$ cat config.mk
export PLATFORM = sky130hd
export DESIGN_NAME = fpu_stat_regs
export DESIGN_NICKNAME = d
export VERILOG_FILES = /design/src/rtl/fpu_stat_regs.sv
export SDC_FILE = /design/constraint.sdc
export NUM_CORES = 1
export LEC_CHECK = 0
export ABC_AREA = 1
export CAP_MARGIN = 20
export CORE_AREA = 2 2 76 78
export CTS_CLUSTER_DIAMETER = 60
export DETAILED_ROUTE_END_ITERATION = 10
export DIE_AREA = 0 0 78 80
export PLACE_DENSITY = 0.86
export REMOVE_ABC_BUFFERS = 1
export SLEW_MARGIN = 20
export SYNTH_ARGS = -nofsm -noshare
export SYNTH_HDL_FRONTEND = slang
export SYNTH_SLANG_ARGS = --single-unit
$ cat constraint.sdc
create_clock -name clk -period 1.5 [get_ports clk]
set_input_delay 0.15 -clock clk [delete_from_list [all_inputs] [get_ports clk]]
set_output_delay 0.15 -clock clk [all_outputs]
set_load 0.03 [all_outputs]
$ cat src/rtl/fpu_stat_regs.sv
module fpu_stat_regs (
  input  logic        clk,
  input  logic        rst_n,
  input  logic        unit_en,
  input  logic        cfg_wr,
  input  logic        host_wr,
  input  logic        host_sel,
  input  logic [31:0] host_wdata,
  output logic [31:0] host_rdata,
  input  logic [4:0]  exc_pulse,
  input  logic        cmp_valid,
  input  logic [3:0]  cmp_flags,
  input  logic        cmd_issue,
  input  logic [31:0] cmd_word,
  input  logic        cmd_invalid,
  input  logic        busy,
  output logic [1:0]  rnd_mode,
  output logic [3:0]  cond_flags,
  output logic        err_pulse,
  output logic [2:0]  err_code
);

  localparam logic [31:0] CSR_ZERO_MASK = 32'h0000_F83C;

  logic [2:0]  err_num;
  logic        issued;
  logic [13:0] last_cmd;
  logic [3:0]  cmp_q;
  logic [4:0]  sticky_q;
  logic [4:0]  en_q;
  logic [1:0]  rnd_q;

  wire err_wr     = host_wr & ~host_sel;
  wire csr_wr     = host_wr & host_sel;
  wire err_clear  = err_wr & ~|host_wdata;
  wire err_wr_bad = err_wr & |host_wdata;
  wire csr_wr_bad = csr_wr & |(host_wdata & CSR_ZERO_MASK);
  wire csr_wr_ok  = csr_wr & ~|(host_wdata & CSR_ZERO_MASK);
  wire wipe       = ~unit_en | cfg_wr;

  wire raise_fpe  = unit_en & |(exc_pulse & en_q);
  wire raise_cmd  = unit_en & cmd_invalid;
  wire raise_stat = unit_en & (err_wr_bad | csr_wr_bad);

  logic [2:0] new_code;
  always_comb begin
    if (raise_fpe)       new_code = 3'd1;
    else if (raise_cmd)  new_code = 3'd2;
    else if (raise_stat) new_code = 3'd3;
    else                 new_code = 3'd0;
  end

  always_ff @(posedge clk) begin
    if (!rst_n || wipe) begin
      err_num  <= 3'd0;
      issued   <= 1'b0;
      last_cmd <= 14'd0;
    end else begin
      if (err_num == 3'd0 || err_clear)
        err_num <= new_code;
      issued <= cmd_issue | (issued & ~err_clear);
      if (cmd_issue)
        last_cmd <= cmd_word[15:2];
      else if (err_clear)
        last_cmd <= 14'd0;
    end
  end

  always_ff @(posedge clk) begin
    if (!rst_n) begin
      cmp_q    <= 4'd0;
      sticky_q <= 5'd0;
      en_q     <= 5'd0;
      rnd_q    <= 2'd0;
    end else begin
      sticky_q <= (csr_wr_ok ? host_wdata[26:22] : sticky_q) | exc_pulse;
      if (cmp_valid)
        cmp_q <= cmp_flags;
      else if (csr_wr_ok)
        cmp_q <= host_wdata[31:28];
      if (csr_wr_ok) begin
        en_q  <= host_wdata[10:6];
        rnd_q <= host_wdata[1:0];
      end
    end
  end

  always_ff @(posedge clk) begin
    if (!rst_n) begin
      err_pulse <= 1'b0;
      err_code  <= 3'd0;
    end else begin
      err_pulse <= new_code != 3'd0;
      err_code  <= new_code;
    end
  end

  wire [31:0] err_view = {err_num, 13'd0, busy, issued, last_cmd};
  wire [31:0] csr_view = {cmp_q, 1'b0, sticky_q, 11'd0, en_q, 4'd0, rnd_q};

  assign host_rdata = host_sel ? csr_view : err_view;
  assign rnd_mode   = rnd_q;
  assign cond_flags = cmp_q;

  assert_first_err_R4: assert property (@(posedge clk) disable iff (!rst_n)
    (err_num != 3'd0 && unit_en && !cfg_wr && !err_clear) |=> $stable(err_num));

  assert_wipe_R5: assert property (@(posedge clk) disable iff (!rst_n)
    (!unit_en) |=> (err_num == 3'd0 && !issued && last_cmd == 14'd0));

  assert_issue_R2: assert property (@(posedge clk) disable iff (!rst_n)
    (cmd_issue && unit_en && !cfg_wr) |=> issued);

  assert_trap_R9: assert property (@(posedge clk) disable iff (!rst_n)
    (unit_en && |(exc_pulse & en_q)) |=> (err_pulse && err_code == 3'd1));

  assert_sticky_hold_R8: assert property (@(posedge clk) disable iff (!rst_n)
    (!csr_wr_ok) |=> ((sticky_q & $past(sticky_q)) == $past(sticky_q)));

  assert_bad_csr_R6: assert property (@(posedge clk) disable iff (!rst_n)
    (unit_en && csr_wr_bad && !cmp_valid) |=> (err_pulse && $stable(rnd_q) && $stable(en_q) && $stable(cmp_q)));

  assert_pulse_code_R12: assert property (@(posedge clk) disable iff (!rst_n)
    err_pulse |-> (err_code != 3'd0));

endmodule

# After elaboration in Yosys (flattened, before gate mapping)
# Cells that the tools add are included.
word_totals:
  wordCells: 48
  romBits: 0
  inputBits: 83
  regBits: 38
  mem_count: 0
  out_inout_bits: 42
  mem_bits_rw: 0
  latchBits: 0
op_classes:
  n_bitwise: 18
  n_addsub: 0
  multipliers: 0
  mux: 9
  reduce_logical: 12
  n_eq_ne: 0
  div: 0
  shift: 0
  order_cmp: 0
op_table:
  columns: ["op", "count"]
  rows:
  - ["$mux W32", 1]
  - ["$reduce_or A32 Y1", 1]
  - ["$mux W14", 2]
  - ["$and A1 B1 Y1", 10]
  - ["$reduce_or A9 Y1", 1]
  - ["$mux W4", 2]
  - ["$and A5 B5 Y5", 1]
  - ["$mux W5", 1]
  - ["$or A5 B5 Y5", 1]
  - ["$reduce_or A5 Y1", 1]
  - ["$mux W2", 2]
  - ["$reduce_bool A2 Y1", 2]
  - ["$logic_not A1 Y1", 3]
  - ["$logic_not A3 Y1", 1]
  - ["$mux W3", 1]
  - ["$not A1 Y1", 3]
  - ["$or A1 B1 Y1", 3]
  - ["$reduce_bool A3 Y1", 1]
  - ["$logic_or A1 B1 Y1", 2]

# Longest topological paths before layout
depth:
  ltp_word: 9
  depth_mapped: 11
  mapped_depth_nobuf: 10

# Worst setup path after synthesis
# OpenSTA, ideal clock, no wires.
synth_path:
  path_kind: "input to output"
  startpoint: "input port host_sel"
  endpoint: "output port host_rdata[6]"
  path_stages: 4
  required_time_ps: 1350
  t_arrival_ps: 1243
  path_slack_ps: 107
  path_buffers: 2
  path_cell_list: "buf_2 inv_1 clkbuf_1 o21ai_0"
synth_between:
  elab_chain_cells: 1
synth_lines:
  columns: ["item", "line", "text"]
  rows:
  - ["from (decl)", "7", "input logic host_sel,"]
  - ["$mux W32", "101", "assign host_rdata = host_sel ? csr_view : err_view;"]
  - ["to (decl)", "9", "output logic [31:0] host_rdata,"]
# Every way passes these cells.

# Worst setup path after layout
layout_path:
  startpoint: "register cmp_q[0], in the netlist cond_flags[0]"
  endpoint: "output port cond_flags[0]"
layout_lines:
  columns: ["item", "line", "text"]
  rows:
  - ["from (decl)", "28", "logic [3:0] cmp_q;"]
  - ["from (signal assigned)", "78", "cmp_q <= cmp_flags;"]
  - ["from (signal assigned)", "80", "cmp_q <= host_wdata[31:28];"]
  - ["to (decl)", "18", "output logic [3:0] cond_flags,"]
# No word-level cell between the ends.

==> results by group <==
Synthesis
  • Post-synthesis register bit count: 36
  • Sequential-to-total area share from yosys stat: 38.4%
  • Cell taking the most area after synthesis: dfxtp_1
  • Mapped Cells: 296
  • Number of distinct library cells after synthesis: 24
  • Synth top area cells: dfxtp_1 38%, nand2_1 19%, nor2_1 9.0%, inv_1 6.4%, nand3_1 5.9%
  • Ys Warns: 0
  • Syn Std Cell Area: 0.00188 mm2
  • Syn_area_per_cell: 6.34 um2
  • Synth top area share: 38.4%

STA
  • Final Hold Viols: 0
  • Final setup violation count: 0
  • Post-Route Skew: 0.00668 ns
  • Post-route setup slack: 0.0583 ns
  • Tcrit/Tclk final: 96.1%
  • Fin Hold WS: 0.428 ns
  • Unrepaired setup endpoints after global routing: false
  • Crit path time final: 1.44 ns
  • Fmax achieved: 694 MHz
  • Slew Limit Fails: 0

Setup path
  • Worst Setup End Kind: output pin
  • Setup crit start kind: flip-flop
  • WP buf/inv: 1
  • CP max stage delay: 0.67 ns
  • WP data arrival: 1.29 ns
  • CP Class: flip-flop to output pin
  • R2r startpoint: en_q[3]$_SDFFE_PN0N_
  • Cell family with most CP delay: buffers and inverters
  • Setup crit start: cond_flags[0]$_SDFFE_PN0P_
  • Critical-path cell list: clkdlybuf4s50_1
  • CP Data Required Time: 1.35 ns
  • Crit-path slowest cell: clkdlybuf4s50_1
  • CP Max Fanout: 3

Die
  • Rows: 27
  • Die height: 80 um
  • Die X: 78 um
  • Core footprint: 0.00541 mm2
  • Die area: 0.00624 mm2
  • # IOs: 125
  • Initial Util: 34.7%

Global routing
  • Initial antenna violation count: 0
  • First-pass GRT wire length: 9070 um
  • Total GRT Usage: 18.1%
  • Largest net degree at the start of global routing: 18
  • Vias in the first global route: 2056
  • Global route overflow: 0

Drt
  • Routed WL: 5520 um
  • Avg WL per Cell: 11.5 um
  • Post-DR vias/cell: 4.50
  • Residual DRC: 0
  • Routed vias: 2158
  • Initial DRC count: 85
  • Detail Route Antenna Nets: 0
  • Drt pass-1 iters: 4

Pwr
  • Worst VDD drop: 0.523 mV
  • Tot Pwr: 2.10 mW
  • Leakage: 1.51 nW
  • Power Dens Cells: 692 mW/mm2

Layout
  • # diodes: 0
  • Fin nets: 491
  • Syn-to-layout area delta: 62.0%
  • Finished Layout Cells: 480
  • Share of post-route cells with drive strength above 1: 14.5%
  • Core Util, Final: 56.2%

Clocking
  • Post-CTS Setup Repair Bufs: 0
  • CTS tree: done
  • Maximum clock path buffer count: 2
  • Hold-fix buffers, CTS: 0
  • Clock transition at path regs: 0.07 ns
  • Later-pin clock latency in the skew report: 0.27 ns
  • CTS Root Cell: clkbuf_8
  • PostCTS Resize Cnt: 2
  • CTS Buf Count: 5
  • Clk sink count: 36
  • H-tree level count: 2

Placed design
  • Placer Congestion: 0.815
  • Post-DP HPWL: 4450 um
  • Pre-CTS WS: -0.106 ns
  • IO buf count: 98
  • Placed cell count: 473

Run status
  • Status: finished, final reports clean

Hold path
  • Hold Crit Start: cmd_word[2]
  • Worst Hold Class: primary input to flip-flop

Run
  • Maxcap violations: 0
## cell usage in the layout, fill, tap and decap left out, types with 8 or more instances in the layout
cell | Yosys | layout
o21ai_1 | 12 | 12
nand2_1 | 94 | 94
a21oi_1 | 19 | 19
inv_1 | 32 | 31
clkdlybuf4s50_1 | 0 | 67
nand3_1 | 22 | 22
dfxtp_1 | 36 | 36
conb_1 | 1 | 8
buf_4 | 8 | 42
nor2_1 | 45 | 45
## Yosys cell counts, drive strengths merged
master and instances:
nand2 96, a221oi 1, dfxtp 36, a21oi 19
o21ai 15, clkbuf 6, buf 13, nand3 22
a31oi 4, conb 1, inv 34, nor2 48
nand3b 1
## where the power goes
part	switching [mW]	leakage [nW]	internal [mW]	total, mW
registers	0.0151	0.294	0.985	1.00
clock network	0.312	0.0410	0.315	0.627
logic	0.231	1.18	0.246	0.477
total	0.558	1.51	1.55	2.10
## sequential cells by signal, summed over array words and instances, names as in the netlist
register    flops
last_cmd       14
en_q            5
sticky_q        5
cond_flags      4
err_code        2
err_num         2
rnd_mode        2
err_pulse       1
issued          1
## final timing paths
| check | end | slack [ns] | cells after the start |
|---|---|---|---|
| setup / recovery | cond_flags[0] | 0.06 | 1 |
| hold / removal | last_cmd[0]$_SDFFE_PP0P_ | 0.43 | 3 |
| hold reg to reg | issued$_SDFF_PP0_ | 0.46 | 2 |
| setup reg to reg | err_num[0]$_SDFFE_PP0P_ | 0.30 | 8 |
## per-stage QoR
step,TNS [ns],cell area [um2]
after floorplan,0,1770
after global placement,-1.46,2950
after detailed placement,-2.37,2950
after CTS,0,3030
after global routing,0,3040
final,0,3040
## worst min-delay path, cell delays in order
cell and delay (ns):
clkdlybuf4s50_1 0.39, nand2_1 0.06, a21oi_1 0.05
## cell type report
class | instances | area [um2]
fill | 522 | 2370
timing repair buffer | 117 | 1100
multi-input combinational | 214 | 922
sequential | 36 | 721
inverter | 34 | 130
tap | 72 | 90.1
clock buffer | 6 | 72.6
clock inverter | 1 | 5.00
## layer usage
metal / share of wire [%] / GRT usage [%]
met5: 0 / 0
met3: 4.9 / 3.85
met2: 51 / 33.4
met4: 0.44 / 3.86
met1: 43 / 21.5
## cells by family (layout without fill, tap and decap cells)
family	Yosys count	in the layout	share of synthesized area [%]
flip-flops	36	36	38.4
AND/OR/NAND/NOR	167	167	36.5
other	1	8	0.200
AO/OA/AOI/OAI	39	39	11.1
buffers and inverters	53	158	13.8
No activity file was read; power rests on OpenSTA's default activity.
